### config.mk
export PLATFORM = sky130hd
export DESIGN_NAME = bitmac_array
export DESIGN_NICKNAME = d
export VERILOG_FILES = /design/src/rtl/bitmac_pkg.sv /design/src/rtl/skew_line.sv /design/src/rtl/mac_bit_cell.sv /design/src/rtl/mac_msb_cell.sv /design/src/rtl/bitmac_array.sv
export SDC_FILE = /design/constraint.sdc
export NUM_CORES = 2
export LEC_CHECK = 0
export ABC_AREA = 1
export BUFFER_PORTS_ARGS = -buffer_cell sky130_fd_sc_hd__buf_2
export CORE_UTILIZATION = 30
export DETAILED_ROUTE_END_ITERATION = 16
export GPL_ROUTABILITY_DRIVEN = 0
export PLACE_DENSITY = 0.42
export SLEW_MARGIN = 20
export SYNTH_ARGS = -nofsm -noshare
export SYNTH_HDL_FRONTEND = slang
export SYNTH_SLANG_ARGS = --single-unit
### constraint.sdc
create_clock -name clk -period 1.55 [get_ports clk]
set_input_delay 0.0775 -clock clk [delete_from_list [all_inputs] [get_ports clk]]
set_output_delay 0.0775 -clock clk [all_outputs]
set_load 0.03 [all_outputs]
### src/rtl/bitmac_pkg.sv
package bitmac_pkg;

    localparam int unsigned WORD_W = 32;
    localparam int unsigned STEP   = 2;

    // Control and carry that travel diagonally from cell to cell.
    typedef struct packed {
        logic valid;
        logic gate;
        logic clear;
        logic carry;
    } diag_t;

    typedef struct packed {
        logic sum;
        logic carry;
    } fa_t;

    function automatic logic fa_sum(input logic a, input logic b, input logic c);
        return a ^ b ^ c;
    endfunction

    function automatic logic fa_carry(input logic a, input logic b, input logic c);
        return (a & b) | (a & c) | (b & c);
    endfunction

    function automatic fa_t full_add(input logic a, input logic b, input logic c);
        fa_t r;
        r.sum   = fa_sum(a, b, c);
        r.carry = fa_carry(a, b, c);
        return r;
    endfunction

endpackage

### src/rtl/skew_line.sv
module skew_line #(
    parameter int unsigned DEPTH = 2
) (
    input  logic clk,
    input  logic rst,
    input  logic d,
    output logic q
);
    generate
        if (DEPTH == 0) begin : g_pass
            assign q = d;
        end else begin : g_regs
            logic [DEPTH-1:0] sr;
            always_ff @(posedge clk) begin
                if (rst) begin
                    sr <= '0;
                end else begin
                    sr[0] <= d;
                    for (int i = 1; i < int'(DEPTH); i++) begin
                        sr[i] <= sr[i-1];
                    end
                end
            end
            assign q = sr[DEPTH-1];
        end
    endgenerate
endmodule

### src/rtl/mac_bit_cell.sv
module mac_bit_cell
    import bitmac_pkg::*;
#(
    parameter int unsigned STEP_N = 2
) (
    input  logic  clk,
    input  logic  rst,
    input  diag_t diag_i,
    input  logic  data_i,
    output logic  acc_o,
    output diag_t diag_o
);
    logic  acc_q;
    logic  a_eff;
    logic  b_eff;
    fa_t   fa;
    diag_t nxt;
    diag_t pipe [STEP_N];

    assign a_eff = diag_i.clear ? 1'b0 : acc_q;
    assign b_eff = data_i & diag_i.gate & diag_i.valid;
    assign fa    = full_add(a_eff, b_eff, diag_i.carry);

    always_ff @(posedge clk) begin
        if (rst) begin
            acc_q <= 1'b0;
        end else if (diag_i.valid || diag_i.clear) begin
            acc_q <= fa.sum;
        end
    end

    always_comb begin
        nxt       = diag_i;
        nxt.carry = diag_i.valid & fa.carry;
    end

    // The carry and the control bits wait STEP_N cycles before entering the next cell.
    always_ff @(posedge clk) begin
        if (rst) begin
            for (int i = 0; i < int'(STEP_N); i++) begin
                pipe[i] <= '0;
            end
        end else begin
            pipe[0] <= nxt;
            for (int i = 1; i < int'(STEP_N); i++) begin
                pipe[i] <= pipe[i-1];
            end
        end
    end

    assign diag_o = pipe[STEP_N-1];
    assign acc_o  = acc_q;

    // a clear with no word leaves this bit at zero
    a_r8_clear_zeroes: assert property (@(posedge clk) disable iff (rst)
        (diag_i.clear && !diag_i.valid) |=> (acc_q == 1'b0));

    // an idle slot leaves this bit unchanged
    a_r9_idle_hold: assert property (@(posedge clk) disable iff (rst)
        (!diag_i.valid && !diag_i.clear) |=> $stable(acc_q));

    // a carry only travels together with a word
    a_r2_carry_with_word: assert property (@(posedge clk) disable iff (rst)
        diag_o.carry |-> diag_o.valid);
endmodule

### src/rtl/mac_msb_cell.sv
module mac_msb_cell
    import bitmac_pkg::*;
(
    input  logic  clk,
    input  logic  rst,
    input  diag_t diag_i,
    input  logic  data_i,
    output logic  acc_o,
    output logic  done_o
);
    logic acc_q;
    logic done_q;
    logic a_eff;
    logic b_eff;

    assign a_eff = diag_i.clear ? 1'b0 : acc_q;
    assign b_eff = data_i & diag_i.gate & diag_i.valid;

    // The top cell keeps only the sum; its carry is dropped.
    always_ff @(posedge clk) begin
        if (rst) begin
            acc_q  <= 1'b0;
            done_q <= 1'b0;
        end else begin
            done_q <= diag_i.valid;
            if (diag_i.valid || diag_i.clear) begin
                acc_q <= fa_sum(a_eff, b_eff, diag_i.carry);
            end
        end
    end

    assign acc_o  = acc_q;
    assign done_o = done_q;

    a_r8_msb_clear_zeroes: assert property (@(posedge clk) disable iff (rst)
        (diag_i.clear && !diag_i.valid) |=> (acc_q == 1'b0));

    a_r9_msb_idle_hold: assert property (@(posedge clk) disable iff (rst)
        (!diag_i.valid && !diag_i.clear) |=> $stable(acc_q));
endmodule

### src/rtl/bitmac_array.sv
module bitmac_array
    import bitmac_pkg::*;
#(
    parameter int unsigned W      = WORD_W,
    parameter int unsigned STEP_N = STEP
) (
    input  logic         clk,
    input  logic         rst,
    input  logic         in_valid,
    input  logic         in_gate,
    input  logic         in_clear,
    input  logic [W-1:0] in_word,
    output logic [W-1:0] acc_out,
    output logic         out_valid
);
    localparam int unsigned LATENCY = (W - 1) * STEP_N;
    localparam int unsigned CNT_W   = $clog2(LATENCY + 2) + 1;

    diag_t        diag [W];
    logic [W-1:0] bit_sk;
    logic [W-1:0] acc_bit;

    assign diag[0] = '{valid: in_valid, gate: in_gate, clear: in_clear, carry: 1'b0};

    generate
        for (genvar k = 0; k < int'(W); k++) begin : g_bit
            skew_line #(.DEPTH(k * STEP_N)) u_lead (
                .clk (clk),
                .rst (rst),
                .d   (in_word[k]),
                .q   (bit_sk[k])
            );

            if (k < int'(W) - 1) begin : g_cell
                mac_bit_cell #(.STEP_N(STEP_N)) u_cell (
                    .clk    (clk),
                    .rst    (rst),
                    .diag_i (diag[k]),
                    .data_i (bit_sk[k]),
                    .acc_o  (acc_bit[k]),
                    .diag_o (diag[k+1])
                );
            end else begin : g_msb
                mac_msb_cell u_msb (
                    .clk    (clk),
                    .rst    (rst),
                    .diag_i (diag[k]),
                    .data_i (bit_sk[k]),
                    .acc_o  (acc_bit[k]),
                    .done_o (out_valid)
                );
            end

            skew_line #(.DEPTH((W - 1 - k) * STEP_N)) u_trail (
                .clk (clk),
                .rst (rst),
                .d   (acc_bit[k]),
                .q   (acc_out[k])
            );
        end
    endgenerate

    // Number of words sampled whose result has not yet been presented.
    logic [CNT_W-1:0] inflight;
    always_ff @(posedge clk) begin
        if (rst) begin
            inflight <= '0;
        end else begin
            inflight <= inflight + CNT_W'(in_valid) - CNT_W'(out_valid);
        end
    end

    // a result is never presented before its word was sampled
    a_r5_no_orphan: assert property (@(posedge clk) disable iff (rst)
        out_valid |-> (inflight != '0));

    // no word is held longer than the pipeline depth
    a_r6_inflight_bound: assert property (@(posedge clk) disable iff (rst)
        inflight <= CNT_W'(LATENCY + 1));

    // the cycle after reset has no result
    a_r1_quiet_after_reset: assert property (@(posedge clk)
        $fell(rst) |-> !out_valid);
endmodule

### After elaboration in Yosys (flattened, before gate mapping)

Memories as Yosys holds them, arrays and structs flattened.
Index checks and enable logic that the tools add are counted.

| storage, ports and cells | value |
|---|---|
| register bits after elaboration | 2,017 |
| memories | 31 |
| output and inout port bits | 33 |
| RAM bits | 248 |
| logic and storage cells | 626 |

Memory list:

| name | depth | width | read ports | clocked after memory_dff | write ports | RTL line | source |
|---|---|---|---|---|---|---|---|
| g_bit[0].g_cell.u_cell.pipe | 2 | 4 | 2 | 0 | 2 | mac_bit_cell.sv:18 | `diag_t pipe [STEP_N];` |
| g_bit[10].g_cell.u_cell.pipe | 2 | 4 | 2 | 0 | 2 | mac_bit_cell.sv:18 |  |
| g_bit[11].g_cell.u_cell.pipe | 2 | 4 | 2 | 0 | 2 | mac_bit_cell.sv:18 |  |
| g_bit[12].g_cell.u_cell.pipe | 2 | 4 | 2 | 0 | 2 | mac_bit_cell.sv:18 |  |
| g_bit[13].g_cell.u_cell.pipe | 2 | 4 | 2 | 0 | 2 | mac_bit_cell.sv:18 |  |
| g_bit[14].g_cell.u_cell.pipe | 2 | 4 | 2 | 0 | 2 | mac_bit_cell.sv:18 |  |
| +25 memories | -- | -- | -- | -- | -- | -- |  |

| operators by class | value |
|---|---|
| reductions and logical operators | 32 |
| muxes and demuxes | 97 |
| bitwise gates (word level) | 371 |

Operators with widths:

| cell | number |
|---|---|
| $mux W4 | 62 |
| $and A1 B1 Y1 | 186 |
| $or A1 B1 Y1 | 122 |
| $xor A1 B1 Y1 | 63 |
| $mux W1 | 35 |
| $logic_or A1 B1 Y1 | 32 |

### Logic depth before layout (Yosys ltp)

An unclocked memory read counts as a cell.

| depth | value |
|---|---|
| depth in word-level cells | 8 |
| gate-level depth with buffers | 7 |
| mapped depth without buffers | 7 |

### Hierarchy

From an unflattened synthesis, not the netlist that was laid out.

| unflattened totals | value |
|---|---|
| cells, all modules | 7,390 |
| area, all modules | 67,714.9 µm² |

Modules (own cells, without submodules):

| module | area an instance (µm²) | cells each | sequential area each (µm²) | instances |
|---|---|---|---|---|
| mac_bit_cell (g_bit[18].g_cell.u_cell ...) | 337.8 | 38 | 180.2 | 22 |
| skew_line (g_bit[0].u_trail ...) | 1,785.5 | 193 | 1,241.2 | 2 |
| skew_line (g_bit[1].u_trail ...) | 1,730.4 | 187 | 1,201.2 | 2 |
| skew_line (g_bit[29].u_lead ...) | 1,641.6 | 180 | 1,161.1 | 2 |
| skew_line (g_bit[28].u_lead ...) | 1,602.8 | 174 | 1,121.1 | 2 |
| mac_bit_cell (g_bit[0].g_cell.u_cell ...) | 354.1 | 41 | 180.2 | 9 |
| skew_line (g_bit[27].u_lead ...) | 1,554.0 | 168 | 1,081.0 | 2 |
| skew_line (g_bit[26].u_lead ...) | 1,498.9 | 162 | 1,041.0 | 2 |
| skew_line (g_bit[25].u_lead ...) | 1,443.9 | 156 | 1,001.0 | 2 |
| skew_line (g_bit[24].u_lead ...) | 1,365.1 | 149 | 960.9 | 2 |
| skew_line (g_bit[23].u_lead ...) | 1,322.5 | 143 | 920.9 | 2 |
| skew_line (g_bit[22].u_lead ...) | 1,267.5 | 137 | 880.8 | 2 |
| skew_line (g_bit[10].u_trail ...) | 1,212.4 | 131 | 840.8 | 2 |
| skew_line (g_bit[11].u_trail ...) | 1,146.1 | 124 | 800.8 | 2 |
| +22 rows | -- | -- | -- | -- |

### Worst setup path before layout

Ideal clock, no wire load.

| timing | value |
|---|---|
| path type | register to register |
| from | mem g_bit[24].g_cell.u_cell.pipe[0][5] (netlist bit) |
| to | reg g_bit[25].g_cell.u_cell.acc_q |
| setup time | 0.122 ns |
| buffers on the path | 0 |
| period minus slack after synthesis | 1.179 ns |
| arrival time | 1.058 ns |
| path slack | 0.371 ns |
| stages on the path, launching flop included | 7 |
| cell sequence | dfxtp_1 > inv_1 > nand2_1 > fa_1 > o21ai_0 > nand2_1 > a31oi_1 |

RTL lines:

| item | RTL line | source |
|---|---|---|
| start, declared | mac_bit_cell.sv:18 |  |
| end signal, assigned | mac_bit_cell.sv:28 | `acc_q <= fa.sum;` |
| end, declared | mac_bit_cell.sv:13 | `logic acc_q;` |

==> flow_metrics.tcl <==
set metrics [dict create \
    overflow 0 \
    finClkSkew_ns 0.0273 \
    coreArea_sq_um 220000 \
    start_util_pct 30.2 \
    cts_buffer_depth 3 \
    status "finished, final reports clean" \
    die_y_microns 473 \
    hold_viol_final 0 \
    setup_tns_ns 0 \
    post_cts_buffers 0 \
    insertion_delay_ns 0.84 \
    htreeDepth 4 \
    hpwl_microns 47400 \
    required_ns 2.32 \
    routedWlPerCell_microns 8.34 \
    first_global_vias 36518 \
    seq_area_sq_um 45400 \
    start_kind "input port" \
    path_delay_family "buffers and inverters" \
    cp_num_buf_inv 5 \
    routed_wl_microns 88200 \
    firstDrtPassIters 4 \
    maxCapViolations 0 \
    nets 7490 \
    end_kind "flop" \
    ioPinCount 70 \
    crit_arrival_ns 2.31 \
    finalPower_mw 116 \
    cts_inserted_buffers 231 \
    port_buffers 69 \
    clk_pin_slew_ns 0.06 \
    criticalPathCategory "in2reg" \
    cp_common_cell "dlygate4sd3_1" \
    drtAntennaViolNets 0 \
    grt_start_max_net_pins 97 \
    p_leak_nw 29.7 \
    min_period_ns 1.54 \
    netlist_area_sq_um 66400 \
    setup_viol 0 \
    path_max_fanout 2 \
    track_usage_pct 8.27 \
    path_cells "dlygate4sd3_1, buf_2, dlygate4sd3_1, inv_2, nor2_1, ha_1, nand2_1, dlygate4sd3_1, nor2_1" \
    multiInputGateArea_sq_um 9820 \
    rsz0062_at_grt "no" \
    yosysUniqueCellTypes 15 \
    min_path_type "in2reg" \
    cpPeakStageDelay_ns 0.55 \
    via_per_inst 3.51 \
    grt_pass1_wl_microns 160000 \
    tritoncts "yes" \
    rows 172 \
    ys_seq_area_share_pct 68.3 \
    die_w_microns 473 \
    cp_slowest_cell "dlygate4sd3_1" \
    die_area_sq_um 223000 \
    nFillCells 22675 \
    drt_iter0_markers 1144 \
    synthCells 7217 \
    powerDensity_nw_per_um2 1490 \
    relSlewSlack_pct 71.6 \
    worstMarginPinSlew_ns 0.427 \
    drc 0 \
    fmax_mhz 647 \
    drive_gt1_share_pct 7.16 \
    final_area_sq_um 77800 \
    ys_seq_elements 2265 \
    clock_sinks 2265 \
    areaGrowthSynthToFinish_pct 17.1 \
    yosys_warnings 0 \
    post-route-period-util_pct 99.7 \
    syn_nets 7285 \
    slew_viol_final 0 \
    synth.avg_cell_area_sq_um 9.20 \
    root_buffer "clkbuf_16" \
    num_vias 37065 \
    antenna_found_initial 2 \
    dpl_cell_area_sq_um 68800 \
    peakVddDrop_uv 989 \
]
path summary, 6_finish.rpt:
check / from / endpoint / slack [ns] / cells after the start
worst max-delay path: in_gate / g_bit[0].g_cell.u_cell.pipe[0][0]$_SDFF_PP0_ / 0.005 / 9
worst min-delay path: in_valid / g_bit[0].g_cell.u_cell.pipe[0][3]$_SDFF_PP0_ / 0.11 / 4
worst max register to register: g_bit[0].g_cell.u_cell.acc_o$_SDFFE_PP0P_ / g_bit[0].g_cell.u_cell.pipe[0][0]$_SDFF_PP0_ / 0.21 / 6
worst min register to register: g_bit[18].u_lead.g_regs.sr[28]$_SDFF_PP0_ / g_bit[18].u_lead.g_regs.sr[29]$_SDFF_PP0_ / 0.38 / 2
logic make-up (layout without fill, tap and decap cells):
family                   Yosys count  in the layout  share of synthesized area (%)
buffers and inverters           2520           2915                           17.0
AND/OR/NAND/NOR                 2337           2337                           13.3
flip-flops                      2265           2265                           68.3
AO/OA/AOI/OAI                     64             64                          0.539
adder cells (fa/ha/maj)           31             31                          0.923
other                              0              2                              0
per-layer routing:
layer  GRT usage, %  routed length (microns)
met4           3.51                     2870
met3           2.57                     4540
met1           10.1                    43700
met5              0                        0
met2           13.4                    37100
cells in the mapped netlist, drive strengths merged:
master	instances	area share, %
nand3	34	0.26
a21oi	1	0.0075
fa	30	0.90
nor3	30	0.23
o21ai	33	0.25
buf	284	4.3
nor2	2205	12
dfxtp	2265	68
a31oi	30	0.28
nand2	68	0.38
ha	1	0.019
inv	2236	13
final cells by class:
class / count / area share (%)
well taps: 2958 / 4.76
inverters: 2236 / 10.8
multi-input cells: 2432 / 12.6
clock buffers: 342 / 8.87
flip-flops and latches: 2265 / 58.3
repair buffers: 256 / 3.32
clock inverters: 81 / 1.33
diodes: 2 / 0.00643
cells in the final DEF (no fill, tap or decap), types with 2 or more instances in the layout:
| cell | count |
|---|---|
| clkbuf_1 | 42 |
| inv_2 | 2 |
| clkinv_16 | 5 |
| a31oi_1 | 30 |
| clkbuf_8 | 68 |
| clkinv_2 | 42 |
| inv_6 | 5 |
| dfxtp_1 | 2260 |
| nand3_1 | 34 |
| clkbuf_16 | 232 |
| dfxtp_2 | 3 |
| fa_1 | 30 |
| buf_6 | 5 |
| o21ai_0 | 33 |
| buf_2 | 58 |
| buf_12 | 43 |
| inv_1 | 2234 |
| nor2_1 | 2205 |
| bufinv_16 | 15 |
| nand2_1 | 68 |
| dlygate4sd3_1 | 99 |
| inv_16 | 4 |
| clkinv_4 | 6 |
| diode_2 | 2 |
| nor3_1 | 30 |
| dfxtp_4 | 2 |
| clkinv_8 | 2 |
| clkinvlp_4 | 2 |
| buf_4 | 48 |
| clkbuf_4 | 3 |
tightest hold or removal path, stage by stage:
cell and delay, ns:
dlygate4sd3_1 0.54, buf_2 0.15, inv_1 0.08, nor2_1 0.04
timing repair:
action                                 in CTS  in global routing
setup endpoints to repair                   6                  6
hold buffers                               99                  0
endpoints found under the hold margin    1920                  0
resized for setup                          17                  7
per-stage QoR:
step           hold WS (ns)  setup slack (ns)  util (%)  cells
2_1_floorplan         0.184             0.371         -   7217
3_3_place_gp          0.277             0.248      31.3  10048
3_5_place_dp          0.284             0.235      31.3  10048
4_1_cts             0.00920          0.000275      35.4  10570
5_1_grt              0.0467           0.00139      35.4  10572
6_report              0.110           0.00526      35.4  10572
flip-flops by register name, summed over array words and instances (netlist names):
name	cells
g_bit.g_msb.u_msb.acc_o	1
g_bit.g_msb.u_msb.done_o	1
g_bit.g_cell.u_cell.acc_o	31
g_bit.u_lead.g_regs.sr	992
g_bit.g_cell.u_cell.pipe	248
g_bit.u_trail.g_regs.sr	992
power by group:
group	internal [mW]	switching, mW
logic	0.568	1.09
registers	58.4	0.0395
clock network	33.3	22.6
total	92.2	23.8
(Power assumes the default switching activity.)
